==> src/rtl/ovf_irq_pkg.sv <==
// Shared types and helpers for the overflow interrupt enable mask.
// Assumes a fixed 32-bit register with the cycle counter at bit 31.
package ovf_irq_pkg;
    localparam int REG_W   = 32;
    localparam int CYC_BIT = 31;

    typedef enum logic [1:0] {
        ACC_ERR = 2'd0,
        ACC_RO  = 2'd1,
        ACC_RW  = 2'd2
    } acc_grade_e;

    // Bits that exist: the cycle counter plus event counters 0..n-1.
    function automatic logic [REG_W-1:0] impl_mask(input int n);
        logic [REG_W-1:0] m;
        m = '0;
        for (int i = 0; i < CYC_BIT; i++) begin
            if (i < n) m[i] = 1'b1;
        end
        m[CYC_BIT] = 1'b1;
        return m;
    endfunction
endpackage

==> src/rtl/ovf_acc_grade.sv <==
// Grades an external access as error, read-only or read-write from the
// power and lock status inputs. Purely combinational; the inputs are
// assumed to be stable, already synchronised levels.
module ovf_acc_grade
    import ovf_irq_pkg::*;
(
    input  logic       core_pwr,
    input  logic       dbl_lock,
    input  logic       os_lock,
    input  logic       ext_pmu_ok,
    input  logic       sw_lock,
    output acc_grade_e grade
);
    logic reach_ok;

    // Purpose: all four access preconditions must hold, else error.
    always_comb begin
        reach_ok = core_pwr && !dbl_lock && !os_lock && ext_pmu_ok;
        if (!reach_ok)    grade = ACC_ERR;
        else if (sw_lock) grade = ACC_RO;
        else              grade = ACC_RW;
    end
endmodule

==> src/rtl/ovf_en_store.sv <==
// Enable mask storage. The next value is (mask | set) & ~clr, restricted
// to implemented bits, so a clear beats a set on the same bit.
// RST_ZERO_EN selects a reset to zero or a reset-free register.
module ovf_en_store #(
    parameter int               W           = 32,
    parameter logic [W-1:0]     IMPL        = '1,
    parameter bit               RST_ZERO_EN = 1'b1
) (
    input  logic         clk,
    input  logic         rst_n,
    input  logic [W-1:0] set_vec,
    input  logic [W-1:0] clr_vec,
    output logic [W-1:0] mask_q,
    output logic [W-1:0] mask_d
);
    // Purpose: next mask value with clear priority and tied-off bits.
    always_comb begin
        mask_d = (mask_q | set_vec) & ~clr_vec & IMPL;
    end

    generate
        if (RST_ZERO_EN) begin : g_rst
            // Purpose: mask register with deterministic zero reset.
            always_ff @(posedge clk) begin
                if (!rst_n) mask_q <= '0;
                else        mask_q <= mask_d;
            end
        end else begin : g_norst
            // Purpose: mask register left untouched by reset.
            always_ff @(posedge clk) begin
                mask_q <= mask_d;
            end
        end
    endgenerate
endmodule

==> src/rtl/ovf_irq_reduce.sv <==
// Registered interrupt request: OR over (overflow flag AND next mask).
// Using the next mask makes the request follow a clear at the same edge.
module ovf_irq_reduce #(
    parameter int W = 32
) (
    input  logic         clk,
    input  logic         rst_n,
    input  logic [W-1:0] ovf_flags,
    input  logic [W-1:0] mask_d,
    output logic         irq_q
);
    // Purpose: sample the masked overflow reduction once per cycle.
    always_ff @(posedge clk) begin
        if (!rst_n) irq_q <= 1'b0;
        else        irq_q <= |(ovf_flags & mask_d);
    end
endmodule

==> src/rtl/ovf_irq_mask.sv <==
// Top of the overflow interrupt enable mask. Merges the clears from the
// system port and the graded external port, holds the mask and drives
// the interrupt. Assumes NUM_EVT in 0..31 and one access per cycle per port.
module ovf_irq_mask
    import ovf_irq_pkg::*;
#(
    parameter int          NUM_EVT     = 6,
    parameter int          ADDR_W      = 12,
    parameter logic [11:0] REG_OFFSET  = 12'hC60,
    parameter bit          RST_ZERO_EN = 1'b1
) (
    input  logic              clk,
    input  logic              rst_n,
    input  logic              sys_wr_en,
    input  logic [REG_W-1:0]  sys_wr_data,
    output logic [REG_W-1:0]  sys_rd_data,
    input  logic [REG_W-1:0]  en_set,
    input  logic [REG_W-1:0]  ovf_flags,
    input  logic              dbg_sel,
    input  logic              dbg_wr,
    input  logic [ADDR_W-1:0] dbg_addr,
    input  logic [REG_W-1:0]  dbg_wdata,
    output logic [REG_W-1:0]  dbg_rdata,
    output logic              dbg_err,
    input  logic              core_pwr,
    input  logic              dbl_lock,
    input  logic              os_lock,
    input  logic              ext_pmu_ok,
    input  logic              sw_lock,
    output logic              irq
);
    localparam logic [REG_W-1:0]  IMPL     = impl_mask(NUM_EVT);
    localparam logic [ADDR_W-1:0] HIT_ADDR = ADDR_W'(REG_OFFSET);

    acc_grade_e       grade;
    logic             hit;
    logic [REG_W-1:0] sys_clr;
    logic [REG_W-1:0] ext_clr;
    logic [REG_W-1:0] clr_all;
    logic [REG_W-1:0] mask_q;
    logic [REG_W-1:0] mask_d;

    ovf_acc_grade u_grade (
        .core_pwr   (core_pwr),
        .dbl_lock   (dbl_lock),
        .os_lock    (os_lock),
        .ext_pmu_ok (ext_pmu_ok),
        .sw_lock    (sw_lock),
        .grade      (grade)
    );

    // Purpose: decode the external access and build both clear vectors.
    always_comb begin
        hit     = dbg_sel && (dbg_addr == HIT_ADDR);
        sys_clr = sys_wr_en ? sys_wr_data : '0;
        ext_clr = (hit && dbg_wr && grade == ACC_RW) ? dbg_wdata : '0;
        clr_all = sys_clr | ext_clr;
    end

    // Purpose: external response; data only on a granted read.
    always_comb begin
        dbg_err   = hit && (grade == ACC_ERR);
        dbg_rdata = (hit && !dbg_wr && grade != ACC_ERR) ? mask_q : '0;
    end

    ovf_en_store #(
        .W           (REG_W),
        .IMPL        (IMPL),
        .RST_ZERO_EN (RST_ZERO_EN)
    ) u_store (
        .clk     (clk),
        .rst_n   (rst_n),
        .set_vec (en_set),
        .clr_vec (clr_all),
        .mask_q  (mask_q),
        .mask_d  (mask_d)
    );

    ovf_irq_reduce #(.W(REG_W)) u_irq (
        .clk       (clk),
        .rst_n     (rst_n),
        .ovf_flags (ovf_flags),
        .mask_d    (mask_d),
        .irq_q     (irq)
    );

    assign sys_rd_data = mask_q;
endmodule

==> config.mk <==
export PLATFORM = sky130hd
export DESIGN_NAME = ovf_irq_mask
export DESIGN_NICKNAME = d
export VERILOG_FILES = /design/src/rtl/ovf_irq_pkg.sv /design/src/rtl/ovf_acc_grade.sv /design/src/rtl/ovf_en_store.sv /design/src/rtl/ovf_irq_reduce.sv /design/src/rtl/ovf_irq_mask.sv
export SDC_FILE = /design/constraint.sdc
export NUM_CORES = 1
export LEC_CHECK = 0
export CAP_MARGIN = 20
export CORE_AREA = 2 2 84 86
export DETAILED_ROUTE_END_ITERATION = 6
export DIE_AREA = 0 0 86 88
export DONT_BUFFER_PORTS = 1
export PLACE_DENSITY_LB_ADDON = 0.15
export RECOVER_POWER = 50
export SYNTH_ARGS = -nofsm -noshare
export SYNTH_HDL_FRONTEND = slang
export SYNTH_SLANG_ARGS = --single-unit
export TNS_END_PERCENT = 20
==> constraint.sdc <==
create_clock -name clk -period 3.9 [get_ports clk]
set_input_delay 0.78 -clock clk [delete_from_list [all_inputs] [get_ports clk]]
set_output_delay 0.78 -clock clk [all_outputs]
set_load 0.01 [all_outputs]
* Word-level counts from Yosys, hierarchy flattened *
Cells that the tools add are included.

operators by class
  multiplexer cells = 5
  bitwise logic cells = 5
  equal/unequal tests = 2
  divide/modulo/power cells = 0
  order comparisons = 0
  $add $sub $neg = 0
  multiply operators = 0
  shifts and indexed selects = 0
  reductions and logical operators = 15

operators with widths
  kind                                   count
  32-bit 2-to-1 mux                      3
  32-bit bitwise AND                     2
  32-bit bitwise OR                      2
  32-bit NOT                             1
  32-bit OR reduction                    1
  12-bit == test, second input constant  1
  1-bit logical AND                      9
  2-bit 2-to-1 mux                       2
  1-bit logical NOT                      3
  2-bit == test, second input constant   1
  2-bit logical NOT                      1
  2-bit nonzero test                     1

storage, ports and cells
  memories = 0
  bits in writable memories = 0
  bits in read-only memories = 0
  register bits after elaboration = 33
  bits in latches = 0

* Longest topological paths before layout *
  depth after elaboration = 13
  mapped depth = 6
  depth with buffers taken out = 5

* By module *
A second synthesis with hierarchy kept.

unflattened totals
  cells, all modules = 292
  area, all modules = 1,859.3 sq um

by module, submodules not included
  module          cells an instance  sequential area each (sq um)  times used  area each (sq um)
  ovf_irq_mask    188                0.0                           1           989.7
  ovf_en_store    79                 140.1                         1           659.4
  ovf_irq_reduce  22                 20.0                          1           181.4
  ovf_acc_grade   3                  0.0                           1           28.8

* Worst setup path before layout *
No wires, ideal clock.

  path type = input-to-output
  start = input dbg_addr[8]
  end = output dbg_rdata[0]
  stages on the path = 6
  arrival time = 1.896 ns
  data required time = 3.120 ns
  path buffers = 1
  path slack = 1.224 ns
  path through = nor4_1 -> and4b_1 -> buf_6 -> inv_4 -> nor4_4 -> and2_1

on the way
  word-level cells in the longest chain between the ends = 5

RTL lines
  what                            line                source
  start: declaration              ovf_irq_mask.sv:21  input logic [ADDR_W-1:0] dbg_addr,
  12-bit == test                  ovf_irq_mask.sv:54  hit = dbg_sel && (dbg_addr == HIT_ADDR);
  1-bit logical AND               ovf_irq_mask.sv:54
  1-bit logical AND (2 in a row)  ovf_irq_mask.sv:63  dbg_rdata = (hit && !dbg_wr && grade != ACC_ERR) ? mask_q : '0;
  32-bit 2-to-1 mux               ovf_irq_mask.sv:63
  end: declaration                ovf_irq_mask.sv:23  output logic [REG_W-1:0] dbg_rdata,

No other way between the ends.

* Worst setup path after layout *
  start = input dbg_addr[8]
  end = output dbg_rdata[3]

Same word-level chain as after synthesis.

==> results.sh <==
export IMPL_drc=0
export IMPL_cts_root_buffer="clkbuf_8"
export IMPL_die_x_um=86
export IMPL_cts_tree="built"
export IMPL_syn_inst=114
export IMPL_ys_warnings_count=0
export IMPL_path_buf_inv=1
export IMPL_io_buffers=0
export IMPL_use_met3_pct=3.30
export IMPL_reg2reg_to="u_irq.irq_q"
export IMPL_worstSetupStartpointType="primary input"
export IMPL_cts_resized_gates=0
export IMPL_cts_hold_buf=0
export IMPL_clkSinkCount=8
export IMPL_clk_pin_slew_ns=0.04
export IMPL_synthTopCellsByArea="buf_4 42%, dfxtp_1 18%, and2_1 7.0%, a41oi_1 3.9%, nand4_1 2.8%"
export IMPL_postCtsSetupBuffers=0
export IMPL_syn2layout_area_growth_pct=-7.27
export IMPL_dp_worst_setup_slack_ns=0.695
export IMPL_hold_path_class="primary input to flop"
export IMPL_syn_area_per_cell_sq_um=7.85
export IMPL_start_util_pct=13.5
export IMPL_yosysSeqAreaShare_pct=17.9
export IMPL_cts_buffer_depth=2
export IMPL_vias=647
export IMPL_viasPerCell=3.34
export IMPL_antenna_found_initial=0
export IMPL_worstPathArrival_ns=2.36
export IMPL_numCtsBuffers=3
export IMPL_netlist_area_leader_share_pct=42.0
export IMPL_hold_path_depth=1
export IMPL_slew_violations=0
export IMPL_ir_worst_vdd_v=0.0000497
export IMPL_fin_skew_ns=0.000421
export IMPL_wire_per_inst_um=13.8
export IMPL_firstDrtPassIters=4
export IMPL_final_util_pct=12.5
export IMPL_crit_path_max_fanout=8
export IMPL_grt_util_all_layers_pct=6.52
export IMPL_cpLargestDelayFamily="simple AND/OR/NAND/NOR gates"
export IMPL_grt_max_degree=9
export IMPL_fp_dieArea_sq_um=7570
export IMPL_p_total_mw=0.240
export IMPL_hold_start="rst_n"
export IMPL_use_met1_pct=7.40
export IMPL_synthArstFlopShare_pct=0
export IMPL_reg2reg_setup_slack_ns=2.74
export IMPL_tightest_slew_ns=0.545
export IMPL_synthTopCellsByCount="50 x buf_4, 10 x and2_1, 8 x dfxtp_1"
export IMPL_crit_type="primary input to output port"
export IMPL_rows=30
export IMPL_drt_iter0_drc=9
export IMPL_dp_hpwl_um=2330
export IMPL_grt_pass1_wl_um=3450
export IMPL_maxCapViolCount=0
export IMPL_max_freq_ghz=0.319
export IMPL_synthFlopType="dfxtp_1"
export IMPL_ys_seq_elements=8
export IMPL_yosysUniqueCellTypes=25
export IMPL_nets=266
export IMPL_n_fill_cell=759
export IMPL_grt_met2_usage_pct=10.0
export IMPL_period_share_pct=80.4
export IMPL_required_ns=3.12
export IMPL_rr_worst_depth=4
export IMPL_synth_edff_count=0
export IMPL_worst_slack_ns=0.763
export IMPL_status="completed"
export IMPL_powerDensity_nw_per_um2=290
export IMPL_antenna_cells=0
export IMPL_place_congestion=0.599
export IMPL_grt_busiest_layer="met2"
export IMPL_drt_wl_total_um=2680
export IMPL_boundaryPins=216
export IMPL_core_region_area_sq_um=6640
export IMPL_max_stage_delay_ns=0.51
export IMPL_dp_cells=191
export IMPL_clk_latency_ns=0.23
export IMPL_first_global_vias=570
export IMPL_netlist_area_sq_um=895
export IMPL_synth_top_area_cell="buf_4"
export IMPL_slew_headroom_pct=63.5
export IMPL_crit_path_top_delay_cell="nor4_4"
export IMPL_multi_input_area_sq_um=514
export IMPL_rsz0062_at_grt="no"
export IMPL_drtAntennaViolNets=0
export IMPL_die_y_um=88
export IMPL_drive_above_1_share_pct=4.39
export IMPL_h_tree_depth=1
export IMPL_p_leak_nw=0.369
export IMPL_final_hold_viol_count=0
export IMPL_post_route_min_period_ns=3.14
export IMPL_tns_ns=0
export IMPL_path_cells="nor4_1, and4b_1, inv_4, nor4_4, and2_1"
export IMPL_yosysMostFrequentCell="buf_4"
export IMPL_cp_end_kind="output port"
export IMPL_regArea_sq_um=160
export IMPL_setup_viol_count_final=0
export IMPL_worst_r2r_startpoint="u_store.mask_q[2]"
export IMPL_hold_path_end="u_store.mask_q[2]"
export IMPL_grt_overflow=0
export IMPL_stdcell_count=194
[stage by stage]
step | hold WS, ns | cell area (sq um)
2_1_floorplan | 0.632 | 1080
6_report | 0.671 | 830
4_1_cts | 0.667 | 830
5_1_grt | 0.664 | 830
3_3_place_gp | 0.715 | 788
3_5_place_dp | 0.720 | 788
[flip-flops by register name, indices dropped and copies added (netlist names)]
signal / flops
u_irq.irq_q: 1
u_store.mask_q: 7
[worst reg2reg max path, cell delays in order (launching register included)]
cell     delay, ns
dfxtp_1       0.41
o21ai_0       0.10
a41oi_1       0.23
a22oi_1       0.11
a41oi_1       0.22
[layout make-up]
| type | count | area share, % |
|---|---|---|
| Multi-Input combinational cell | 100 | 62.0 |
| Sequential cell | 8 | 19.3 |
| Tap cell | 80 | 12.1 |
| Clock buffer | 3 | 4.98 |
| Inverter | 3 | 1.66 |
[power by group]
part	total, mW	switching, mW	internal [mW]
Sequential	0.0958	0.00762	0.0882
Combinational	0.0430	0.0327	0.0102
Clock	0.102	0.0345	0.0671
[worst max-delay path by stage]
stage	start	to	slack (ns)	cells after the start
after detailed placement	dbg_addr[8]	dbg_rdata[3]	0.69	5
after global routing	dbg_addr[8]	dbg_rdata[2]	0.64	5
final	dbg_addr[8]	dbg_rdata[3]	0.76	5
after floorplan	dbg_addr[8]	dbg_rdata[0]	1.22	6
after CTS	dbg_addr[8]	dbg_rdata[3]	0.69	5
after global placement	dbg_addr[8]	dbg_rdata[2]	0.71	5
[layout by cell type (no fill, tap or decap), types with 2 or more instances in the layout]
cell,n
and3_1,3
o21ai_0,4
conb_1,50
nand2_1,4
inv_1,2
clkbuf_8,3
and2_1,10
nor3b_1,3
dfxtp_1,8
a41oi_1,4
nor2_1,5
nand4_1,4
a32oi_1,2
a21oi_1,3
[logic make-up after synthesis]
group,synth area share [%]
compound gates,10.6
flops,17.9
simple gates,25.9
other cells,0.419
buf+inv,45.2
[layer usage]
| layer | routed length, um | part of all wire [%] | vias to the layer above |
|---|---|---|---|
| met5 | 0 | 0 | - |
| li1 | - | - | 289 |
| met3 | 465 | 17 | 4 |
| met4 | 33 | 1.2 | 0 |
| met1 | 993 | 37 | 278 |
| met2 | 1180 | 44 | 76 |
Power figures use the tool's default switching activity.
